==> src/rtl/wupd_pkg.sv <==
package wupd_pkg;

    // Fractional bits of the learning-rate register (Q4.4 by default).
    localparam int LR_FRAC = 4;

    // Per-column pulse decision carried between the width unit and the column timer.
    typedef struct packed {
        logic        neg;   // 1: weight decrease
        logic [31:0] len;   // ticks, already saturated
    } pulse_req_t;

    // Scale magnitude by learning rate, drop fractional bits, clip to limit.
    function automatic logic [31:0] scale_sat(input logic [31:0] mag,
                                              input logic [31:0] lr,
                                              input logic [31:0] limit);
        logic [63:0] prod;
        prod = (64'(mag) * 64'(lr)) >> LR_FRAC;
        if (prod > 64'(limit))
            return limit;
        return prod[31:0];
    endfunction

endpackage

==> src/rtl/wupd_width.sv <==
module wupd_width
    import wupd_pkg::*;
#(
    parameter int DW    = 8,
    parameter int LRW   = 8,
    parameter int MAX_W = 200
) (
    input  logic signed [DW-1:0] delta,
    input  logic                 gate_off,
    input  logic [LRW-1:0]       lr,
    output pulse_req_t           req
);
    logic [DW-1:0] mag;

    always_comb begin
        mag = delta[DW-1] ? DW'(-delta) : DW'(delta);
        if (gate_off)
            mag = '0;
        req.len = scale_sat(32'(mag), 32'(lr), 32'(MAX_W));
        req.neg = delta[DW-1] && (req.len != 0);
    end
endmodule

==> src/rtl/wupd_col.sv <==
module wupd_col
    import wupd_pkg::*;
#(
    parameter int CNTW = 8
) (
    input  logic       clk,
    input  logic       rst,
    input  logic       load,
    input  pulse_req_t req,
    output logic       active,
    output logic       pos_pgm,
    output logic       pos_ers,
    output logic       neg_pgm,
    output logic       neg_ers
);
    logic [CNTW-1:0] cnt_q;
    logic            neg_q;

    always_ff @(posedge clk) begin
        if (rst) begin
            cnt_q <= '0;
            neg_q <= 1'b0;
        end else if (load) begin
            cnt_q <= CNTW'(req.len);
            neg_q <= req.neg;
        end else if (cnt_q != '0) begin
            cnt_q <= cnt_q - 1'b1;
        end
    end

    always_comb begin
        active  = (cnt_q != '0);
        pos_pgm = active &  neg_q;
        pos_ers = active & ~neg_q;
        neg_pgm = active & ~neg_q;
        neg_ers = active &  neg_q;
    end


    no_reload_chk: assert property (@(posedge clk) disable iff (rst)
        (cnt_q != '0) |=> (cnt_q == $past(cnt_q) - 1'b1));


    pair_cmd_chk: assert property (@(posedge clk) disable iff (rst)
        ($countones({pos_pgm, pos_ers, neg_pgm, neg_ers}) == (active ? 2 : 0)));


    kind_hold_chk: assert property (@(posedge clk) disable iff (rst)
        (active && $past(active)) |-> $stable(pos_pgm));
endmodule

==> src/rtl/wupd_rows.sv <==
module wupd_rows #(
    parameter int ROWS = 4
) (
    input  logic            clk,
    input  logic            rst,
    input  logic            load,
    input  logic [ROWS-1:0] spikes,
    input  logic            busy,
    output logic [ROWS-1:0] row_en
);
    logic [ROWS-1:0] sel_q;

    always_ff @(posedge clk) begin
        if (rst)
            sel_q <= '0;
        else if (load)
            sel_q <= spikes;
    end

    assign row_en = busy ? sel_q : '0;


    row_gate_chk: assert property (@(posedge clk) disable iff (rst)
        (|row_en) |-> busy);
endmodule

==> src/rtl/wupd_ctrl.sv <==
module wupd_ctrl
    import wupd_pkg::*;
#(
    parameter int ROWS    = 4,
    parameter int COLS    = 4,
    parameter int DW      = 8,
    parameter int LRW     = 8,
    parameter int MAX_W   = 200,
    parameter int LR_INIT = 16
) (
    input  logic                 clk,
    input  logic                 rst,
    input  logic                 start,
    input  logic                 lr_we,
    input  logic [LRW-1:0]       lr_in,
    input  logic                 hidden_mode,
    input  logic [ROWS-1:0]      pre_spike,
    input  logic [COLS-1:0]      deriv_flag,
    input  logic [COLS*DW-1:0]   delta_flat,
    output logic [ROWS-1:0]      row_en,
    output logic [COLS-1:0]      col_active,
    output logic [COLS-1:0]      pos_pgm,
    output logic [COLS-1:0]      pos_ers,
    output logic [COLS-1:0]      neg_pgm,
    output logic [COLS-1:0]      neg_ers,
    output logic                 busy,
    output logic                 done
);
    localparam int CNTW = $clog2(MAX_W + 1);

    logic [LRW-1:0] lr_q;
    logic           phase_q;
    logic           accept;

    assign busy   = |col_active;
    assign accept = start & ~busy;
    assign done   = phase_q & ~busy;

    always_ff @(posedge clk) begin
        if (rst)
            lr_q <= LRW'(LR_INIT);
        else if (lr_we)
            lr_q <= lr_in;
    end

    always_ff @(posedge clk) begin
        if (rst)
            phase_q <= 1'b0;
        else if (accept)
            phase_q <= 1'b1;
        else if (!busy)
            phase_q <= 1'b0;
    end

    for (genvar c = 0; c < COLS; c++) begin : g_col
        pulse_req_t req;

        wupd_width #(.DW(DW), .LRW(LRW), .MAX_W(MAX_W)) u_width (
            .delta    (delta_flat[c*DW +: DW]),
            .gate_off (hidden_mode & ~deriv_flag[c]),
            .lr       (lr_q),
            .req      (req)
        );

        wupd_col #(.CNTW(CNTW)) u_col (
            .clk     (clk),
            .rst     (rst),
            .load    (accept),
            .req     (req),
            .active  (col_active[c]),
            .pos_pgm (pos_pgm[c]),
            .pos_ers (pos_ers[c]),
            .neg_pgm (neg_pgm[c]),
            .neg_ers (neg_ers[c])
        );
    end

    wupd_rows #(.ROWS(ROWS)) u_rows (
        .clk    (clk),
        .rst    (rst),
        .load   (accept),
        .spikes (pre_spike),
        .busy   (busy),
        .row_en (row_en)
    );


    done_idle_chk: assert property (@(posedge clk) disable iff (rst)
        done |-> (col_active == '0 && row_en == '0));


    done_single_chk: assert property (@(posedge clk) disable iff (rst)
        (done && !start) |=> !done);


    joint_start_chk: assert property (@(posedge clk) disable iff (rst)
        (|(col_active & ~$past(col_active))) |-> $past(accept));
endmodule

==> config.mk <==
export PLATFORM = sky130hd
export DESIGN_NAME = wupd_ctrl
export DESIGN_NICKNAME = d
export VERILOG_FILES = /design/src/rtl/wupd_pkg.sv /design/src/rtl/wupd_width.sv /design/src/rtl/wupd_col.sv /design/src/rtl/wupd_rows.sv /design/src/rtl/wupd_ctrl.sv
export SDC_FILE = /design/constraint.sdc
export NUM_CORES = 1
export LEC_CHECK = 0
export CORE_MARGIN = 2
export CORE_UTILIZATION = 62
export CTS_CLUSTER_SIZE = 8
export DETAILED_ROUTE_END_ITERATION = 10
export PLACE_DENSITY = 0.83
export SYNTH_ARGS = -nofsm -noshare
export SYNTH_HDL_FRONTEND = slang
export SYNTH_SLANG_ARGS = --single-unit
==> constraint.sdc <==
create_clock -name clk -period 18.44 [get_ports clk]
set_input_delay 5.532 -clock clk [delete_from_list [all_inputs] [get_ports clk]]
set_output_delay 5.532 -clock clk [all_outputs]
set_load 0.02 [all_outputs]
; Word-level counts from Yosys, hierarchy flattened
; Index checks and enable logic that the tools add are counted.
[word_totals]
elab_cells = 99
mem_bits_rw = 0
output_inout_bits = 26
register_bits = 49
mem_count = 0
input_bits = 53
latchBits = 0
romBits = 0
[classes]
n_addsub = 8
reduce_logical = 17
div = 0
muxes = 31
eq_ne = 1
order_cmp = 4
n_shift = 0
bitwise_logic = 23
multipliers = 4
[op_table]
columns = op, count
row1 = two-way mux 32 bit, 8
row2 = two-way mux 8 bit, 16
row3 = nonzero test 32 bit, 4
row4 = multiplier 8 x 8 -> 16 bit, 4
row5 = > comparator 12 x 8 -> 1 bit (second input constant), 4
row6 = negation 8 bit, 4
row7 = nonzero test 8 bit, 4
row8 = subtractor 8 x 1 -> 8 bit (second input constant), 4
row9 = AND 1 bit, 14
row10 = inverter 1 bit, 9
row11 = nonzero test 2 bit, 4
row12 = two-way mux 1 bit, 6
row13 = logical AND 1 bit, 4
row14 = two-way mux 4 bit, 1
row15 = OR reduction 4 bit, 1
row16 = inequality test 2 x 1 -> 1 bit (second input constant), 1

; Logic depth before layout (Yosys ltp)
; Gate-level depths: netlist (run 1).
[logic_depth]
ltp_word = 9
ltp_mapped = 24
ltp_nobuf = 23

; Modules after synthesis
; From an unflattened synthesis (run 1), not the netlist that was laid out.
[unflattened]
cells_unflattened = 1601
area_unflattened_um2 = 13437.9
[by_module_without_submodules]
columns = mod, cells_each, instances, seq_area_each_um2, area_each_um2
row1 = wupd_width at g_col[0].u_width ..., 336, 2, 0.0, 2705.1
row2 = wupd_width at g_col[3].u_width, 318, 1, 0.0, 2685.1
row3 = wupd_width at g_col[2].u_width, 308, 1, 0.0, 2583.7
row4 = wupd_col, 62, 4, 180.2, 549.3
row5 = wupd_ctrl, 38, 1, 180.2, 390.4
row6 = wupd_rows, 17, 1, 80.1, 171.4

; Worst setup path before layout (run 1)
; OpenSTA, ideal clock, no wires.
[synth_timing]
path_type = input-to-reg
start = input delta_flat[8]
end = register g_col[1].u_col.neg_q
setup_time_ps = 101
cell_stages = 21
n_path_buf = 1
arrival_ps = 11132
slack_ps = 7207
required_time_ps = 18339
cell_sequence = clkbuf_1 -> inv_1 -> ha_1 -> or3_1 -> a21oi_1 -> nand2_1 -> fa_1 -> fa_1 -> inv_1 -> fa_1 -> inv_1 -> fa_1 -> inv_1 -> ha_1 -> or3_1 -> or3_1 -> a31o_2 -> xnor2_2 -> o311ai_1 -> nor4b_1 -> o41ai_1
[synth_between]
elab_chain_len = 9
[synth_rtl]
columns = element, line
row1 = from (decl), wupd_ctrl.sv:19  ; input logic [COLS*DW-1:0] delta_flat,
row2 = negation 8 bit, wupd_width.sv:16  ; mag = delta[DW-1] ? DW'(-delta) : DW'(delta);
row3 = two-way mux 8 bit (*), wupd_width.sv:16
row4 = two-way mux 8 bit (*), wupd_width.sv:17  ; if (gate_off)
row5 = multiplier 8 x 8 -> 16 bit (*), wupd_pkg.sv:17  ; prod = (64'(mag) * 64'(lr)) >> LR_FRAC;
row6 = > comparator 12 x 8 -> 1 bit, wupd_pkg.sv:18  ; if (prod > 64'(limit))
row7 = two-way mux 1 bit, wupd_pkg.sv:18
row8 = two-way mux 32 bit (*), wupd_pkg.sv:20  ; return prod[31:0];
row9 = nonzero test 32 bit (*), wupd_width.sv:20  ; req.neg = delta[DW-1] && (req.len != 0);
row10 = logical AND 1 bit (*), wupd_width.sv:20
row11 = to (signal assigned), wupd_col.sv:25  ; neg_q <= req.neg;
row12 = to (decl), wupd_col.sv:17  ; logic neg_q;
; Every way passes the cells marked *; elsewhere a longest branch is shown, timed or not.
; A chain may end at the register's enable or synchronous reset.

; Worst setup path after layout (run 1)
; Same ends and word-level chain as after synthesis.

==> results.json, run 1 <==
{
  "design_area_sq_um": 13290,
  "synth_nets": 1846,
  "cts_buffers": 5,
  "start_kind": "input port",
  "worstPathArrival_ns": 12.46,
  "fill_cells": 1638,
  "antenna_found_initial": 0,
  "min_period_over_period_pct": 66.48,
  "synth_top_area_cell": "fa_1",
  "period_minus_slack_ns": 12.26,
  "htree_levels": 2,
  "combPwrFrac_pct": 71.0,
  "yosys_warnings": 0,
  "ctsHoldBuffers": 0,
  "critPathRequiredTime_ns": 18.64,
  "dpl_cell_area_sq_um": 13100,
  "avgViaCountPerCell": 5.761,
  "skew_ns": 0.007448,
  "path_max_fanout": 10,
  "p_switching_w": 0.0004791,
  "reg2reg_depth": 17,
  "post_cts_resized": 0,
  "port_buffers": 78,
  "cp-end-kind": "register",
  "multi_input_area_sq_um": 9996,
  "ios": 79,
  "critPathLaunch": "delta_flat[8]",
  "ys_ff_latch": 49,
  "ys_top_cells_by_area": "fa_1 24%, ha_1 14%, and2_1 8.8%, dfxtp_1 8.0%, inv_1 7.4%",
  "post_route_cells_drive_above_1_share_pct": 3.906,
  "pwr-share-seq_pct": 16.9,
  "first_pass_iters": 6,
  "setup_viol_count_final": 0,
  "crit_chain": "clkdlybuf4s50_1 > or3_1 > or4_1 > nor4_1 > nand2_1 > fa_1 > inv_1 > fa_1 > fa_1 > inv_1 > fa_1 > inv_1 > ha_1 > a21oi_1 > inv_1 > a21oi_1 > nand2_1 > xnor2_1 > o311ai_1 > nor4b_1 > o41ai_1",
  "place_congestion": 0.8645,
  "setup-tns-final_ns": 0,
  "syn-cell-area_sq_um": 12240,
  "cts-root-buf": "clkbuf_16",
  "nNetsFinal": 1872,
  "track_usage_pct": 28.24,
  "max_clock_freq_ghz": 0.08158,
  "avgSynthCellArea_sq_um": 8.112,
  "avgRoutedWirePerCell_um": 15.68,
  "power_density_nw_per_um2": 74.75,
  "yosys_most_used_dff": "dfxtp_1",
  "critPathSlowestCell": "nor4_1",
  "syn_inst": 1509,
  "rr_startpoint": "lr_q[7]",
  "critPathCapture": "g_col[1].u_col.neg_q",
  "regArea_sq_um": 980.9,
  "path_clk_slew_ns": 0.07,
  "ys_types": 81,
  "grt_max_degree": 36,
  "rrSetupSlack_ns": 12.07,
  "worst_pin_slew_ns": 1.188,
  "syn2layout_area_growth_pct": 8.535,
  "drt_iter0_markers": 543,
  "outcome": "complete, no violations",
  "dieArea_sq_um": 20880,
  "drc": 0,
  "synth-async-reset-ratio_pct": 0,
  "p_leak_nw": 6.733,
  "cap_violations": 0,
  "clock_path_buffers": 2,
  "drtAntennaViolNets": 0,
  "die_x_um": 144.5,
  "insertion_delay_ns": 0.31,
  "cts_tree": "yes",
  "hpwl_mm": 22.87,
  "r2r-end": "g_col[1].u_col.neg_q",
  "ir_worst_vdd_mv": 0.05271,
  "critPathKind": "in2reg",
  "vias": 10380,
  "rows": 51,
  "grt_pass1_vias": 10580,
  "initial_core_util_pct": 63.10,
  "yosysSeqAreaShare_pct": 8.014,
  "antenna_cells": 0,
  "pwr-share-clk_pct": 12.1,
  "core_area_sq_um": 19400,
  "grt-ovfl-total": 0,
  "holdCritPathClass": "reg2reg",
  "grt_setup_unrepaired": "false",
  "yosys.area.top_type_share_pct": 23.55,
  "synth_edf_count": 0,
  "max_slew_margin_pct": 20.06,
  "slowest_delay_ns": 0.91,
  "power.internal_w": 0.0005139,
  "drv_slew": 0,
  "hold_violations": 0,
  "die_h_um": 144.5,
  "wl_mm": 28.25,
  "swShare_pct": 48.25,
  "post_cts_buffers": 0,
  "cts_sinks": 49,
  "grt_pass1_wl_mm": 47.79
}
[sequential cells by signal, indices dropped and copies added (netlist names)]
signal             cells
phase_q                1
lr_q                   8
g_col.u_col.cnt_q     32
g_col.u_col.neg_q      4
u_rows.sel_q           4
[worst max-delay path: cells and delay by family]
kind	cells	cell delay, ns
fa+ha+maj	5	2.41
simple gates	6	2.16
compound gates	4	1.44
buf+inv	5	0.74
xor+xnor	1	0.16
[cell usage after synthesis (all sizes together), types with 5 or more instances]
cell / number
a211oi: 8
a21o: 18
a21oi: 41
a31oi: 12
and2: 175
and3: 35
buf: 23
clkbuf: 47
dfxtp: 49
fa: 144
ha: 140
inv: 245
mux2i: 13
nand2: 120
nand2b: 12
nand3: 26
nand3b: 6
nand4: 5
nor2: 78
nor2b: 15
nor3: 32
nor4: 9
o211ai: 7
o21a: 13
o21ai: 43
o31a: 6
o31ai: 10
o41ai: 7
or3: 14
or4: 10
xnor2: 36
xor2: 37
[layout make-up]
type	instances	share of cell area (%)
inverters	246	6.950
multi-input cells	1144	75.24
well taps	265	2.496
repair buffers	89	6.498
clock inverters	3	0.4897
clock buffers	5	0.9418
flip-flops and latches	49	7.384
[cells by family (layout without fill, tap and decap cells)]
group | Yosys count | in the layout | synth area share (%)
adder cells (fa/ha/maj) | 284 | 284 | 37.86
multiplexers | 17 | 17 | 1.431
buffers and inverters | 316 | 343 | 10.32
AND/OR/NAND/NOR | 561 | 561 | 25.43
flip-flops | 49 | 49 | 8.014
AO/OA/AOI/OAI | 209 | 209 | 11.65
XOR/XNOR | 73 | 73 | 5.285
[metrics by stage]
| stage | instances | hold WS, ns | utilization [%] | worst slack (ns) | power, W |
|---|---|---|---|---|---|
| floorplan | 1509 | 0.4279 | - | 7.207 | 0.0007145 |
| global placement | 1793 | 0.4357 | 67.51 | 6.312 | 0.0008389 |
| detailed placement | 1793 | 0.4436 | 67.51 | 5.941 | 0.0008660 |
| CTS | 1801 | 0.4524 | 68.49 | 6.263 | 0.0009922 |
| global route | 1801 | 0.4753 | 68.49 | 5.771 | 0.001086 |
| finish | 1801 | 0.4499 | 68.49 | 6.182 | 0.0009930 |
[worst min path at each step]
stage                          from               to  slack (ns)  cells past startpoint
global route        u_rows.sel_q[1]  u_rows.sel_q[1]        0.48                      2
global placement    u_rows.sel_q[0]  u_rows.sel_q[0]        0.44                      2
floorplan           u_rows.sel_q[0]  u_rows.sel_q[0]        0.43                      2
CTS                 u_rows.sel_q[1]  u_rows.sel_q[1]        0.45                      2
finish              u_rows.sel_q[1]  u_rows.sel_q[1]        0.45                      2
detailed placement  u_rows.sel_q[1]  u_rows.sel_q[1]        0.44                      2
[per-layer routing]
layer	global-route usage, %	vias to the layer above	wire length, um	part of all wire, %
met1	34.70	5059	12050	43
met4	7.818	0	535	1.9
met5	0	-	0	0
met2	52.21	296	14370	51
li1	-	4975	-	-
met3	3.245	45	1290	4.6
[cells in the final DEF (no fill, tap or decap), types with 35 or more instances in the layout]
cell / count
inv_1: 242
and2_1: 173
fa_1: 144
ha_1: 140
nand2_1: 119
nor2_1: 78
clkdlybuf4s50_1: 78
dfxtp_1: 49
o21ai_0: 43
a21oi_1: 41
xor2_1: 37
and3_1: 35
xnor2_1: 35
[power by group through the flow]
stage	logic, W	clock network [W]	registers, W
floorplan	0.000553	0	0.000161
global placement	0.000671	0	0.000168
detailed placement	0.000696	0	0.000170
CTS	0.000703	0.000121	0.000168
global route	0.000788	0.000125	0.000173
finish	0.000705	0.000120	0.000168
Note: power is estimated with default switching activity, not from simulation.
==> run 2, diff against run 1 <==
Settings changed: CORE_UTILIZATION 62 to 57, PLACE_DENSITY 0.83 to 0.8.
Clock period 18.44 ns to 10.6 ns, I/O delays scaled along.
==> run 2 against run 1 <==
Die area rose by 8.5%. Setup slack got worse by 5.1 ns. Total power rose by 72%. Via count fell by 0.79%. Final cell count rose by 0.83%. Sequential cell count did not move. Clock power rose by 59%. Sequential share of layout area barely moved. Global-route usage fell by 2.5 points. Non-clock buffer count rose by 5. Critical path type unchanged.
==> results.json, run 2 (synthesis gave the netlist of run 1 again) <==
{
  "outcome": "complete, no violations",
  "die_h_um": 150.5,
  "fin_ws_ns": 1.036,
  "critPathTopFamily": "adder cells",
  "grt_pass1_vias": 10460,
  "hold_ws_ns": 0.4554,
  "drc": 0,
  "wl_mm": 27.93,
  "grt_max_degree": 36,
  "initial_core_util_pct": 58.23,
  "max_clock_freq_ghz": 0.1046,
  "first_pass_iters": 5,
  "post_cts_buffers": 0,
  "worst_pin_slew_ns": 1.002,
  "period_minus_slack_ns": 9.564,
  "ctsHoldBuffers": 0,
  "dieArea_sq_um": 22660,
  "largest_register_ffs": 32,
  "crit_chain": "clkdlybuf4s50_1 > inv_1 > ha_1 > or3_1 > a21oi_1 > nand2_1 > fa_1 > fa_1 > inv_1 > fa_1 > inv_1 > fa_1 > inv_1 > ha_1 > or3_1 > or3_1 > a31o_2 > xnor2_2 > o311ai_1 > nor4b_1 > o41ai_1",
  "critPathKind": "in2reg",
  "p_leak_nw": 6.748,
  "skew_ns": 0.006922,
  "syn2layout_area_growth_pct": 8.831,
  "max_slew_margin_pct": 33.03,
  "setup-tns-final_ns": 0,
  "cts_buffers": 5,
  "hold_violations": 0,
  "hpwl_mm": 22.61,
  "min_period_over_period_pct": 90.22,
  "grt-ovfl-total": 0,
  "ios": 79,
  "final_common_cell": "inv_1",
  "ir_worst_vdd_mv": 0.06451,
  "setup_viol_count_final": 0,
  "regArea_sq_um": 980.9,
  "final_cell_mix": "242 x inv_1, 173 x and2_1, 144 x fa_1, 140 x ha_1, 119 x nand2_1",
  "htree_levels": 2,
  "rows": 53,
  "cap_violations": 0,
  "avgViaCountPerCell": 5.668,
  "power_w": 0.001705,
  "crit_buf_inv": 5,
  "fill_cells": 1790,
  "top_regs": "g_col.u_col.cnt_q x32, lr_q x8",
  "track_usage_pct": 25.78,
  "slowest_delay_ns": 0.76,
  "drtAntennaViolNets": 0,
  "post_cts_resized": 0,
  "antenna_cells": 0,
  "place_congestion": 0.8670,
  "clock_path_buffers": 2,
  "critPathRequiredTime_ns": 10.78,
  "port_buffers": 78,
  "drt_iter0_markers": 517,
  "cp-end-kind": "register",
  "path_clk_slew_ns": 0.07,
  "cts_sinks": 49,
  "vias": 10290,
  "holdCritPathClass": "reg2reg",
  "core_area_sq_um": 21020,
  "worstPathArrival_ns": 9.75,
  "drv_slew": 0,
  "power_density_nw_per_um2": 128.0,
  "nNetsFinal": 1877,
  "grt_setup_unrepaired": "false",
  "dpl_worst_slack_ns": 0.7293,
  "multi_input_area_sq_um": 9996,
  "avgRoutedWirePerCell_um": 15.38,
  "critPathSlowestCell": "o311ai_1",
  "post_route_cells_drive_above_1_share_pct": 4.218,
  "cts_tree": "yes",
  "layout.cells.non_filler": 1816,
  "place_inst": 1808,
  "antenna_found_initial": 1,
  "insertion_delay_ns": 0.29,
  "regMostFlops": "g_col.u_col.cnt_q",
  "path_max_fanout": 10,
  "cts-root-buf": "clkbuf_16",
  "grt_pass1_wl_mm": 48.18,
  "start_kind": "input port",
  "die_x_um": 150.5
}
[run 2: cell types whose count changed in the layout (fill, tap and decap cells not counted), sizes merged]
cell	delta
clkinvlp	+1
bufinv	-1
buf	+5
clkinv	-1
clkbuf	+1
[run 2: area by class of cell]
type	instances	share of cell area [%]
Timing Repair Buffer	94	6.762
Clock inverter	2	0.2818
Inverter	246	6.932
Sequential cell	49	7.364
Multi-Input combinational cell	1144	75.04
Clock buffer	6	1.043
Tap cell	275	2.583
[run 2: worst paths after layout]
| path | startpoint | end | slack (ns) | depth (start not counted) |
|---|---|---|---|---|
| worst max register to register | lr_q[7] | g_col[1].u_col.neg_q | 4.32 | 17 |
| worst min-delay path | u_rows.sel_q[0] | u_rows.sel_q[0] | 0.46 | 2 |
| worst min register to register | u_rows.sel_q[0] | u_rows.sel_q[0] | 0.46 | 2 |
| worst max-delay path | delta_flat[8] | g_col[1].u_col.neg_q | 1.04 | 21 |
[run 2: per-layer routing]
layer	part of all wire [%]	track usage (%)	vias up	routed length [um]
li1	-	-	4985	-
met2	49	45.84	269	13730
met4	1.8	5.566	2	495
met1	44	33.33	4999	12310
met3	4.9	3.606	38	1374
met5	0.047	0	-	13
[run 2: power breakdown]
| part | leakage (nW) | switching, W | internal [W] |
|---|---|---|---|
| logic | 6.26 | 0.000702 | 0.000520 |
| clock network | 0.0831 | 0.0000733 | 0.000118 |
| registers | 0.403 | 0.0000524 | 0.000239 |
[run 2: worst min-delay path: cells and delay by family (launching register included)]
family,cells,cell delay [ns]
AOI/OAI and AO/OA,1,0.05
DFF,1,0.31
and+or+nand+nor,1,0.05
[run 2: per-stage QoR]
step,instance area [sq um],util (%)
floorplan,12240,-
global placement,13150,62.53
detailed placement,13150,62.53
CTS,13320,63.37
global route,13320,63.37
finish,13320,63.37
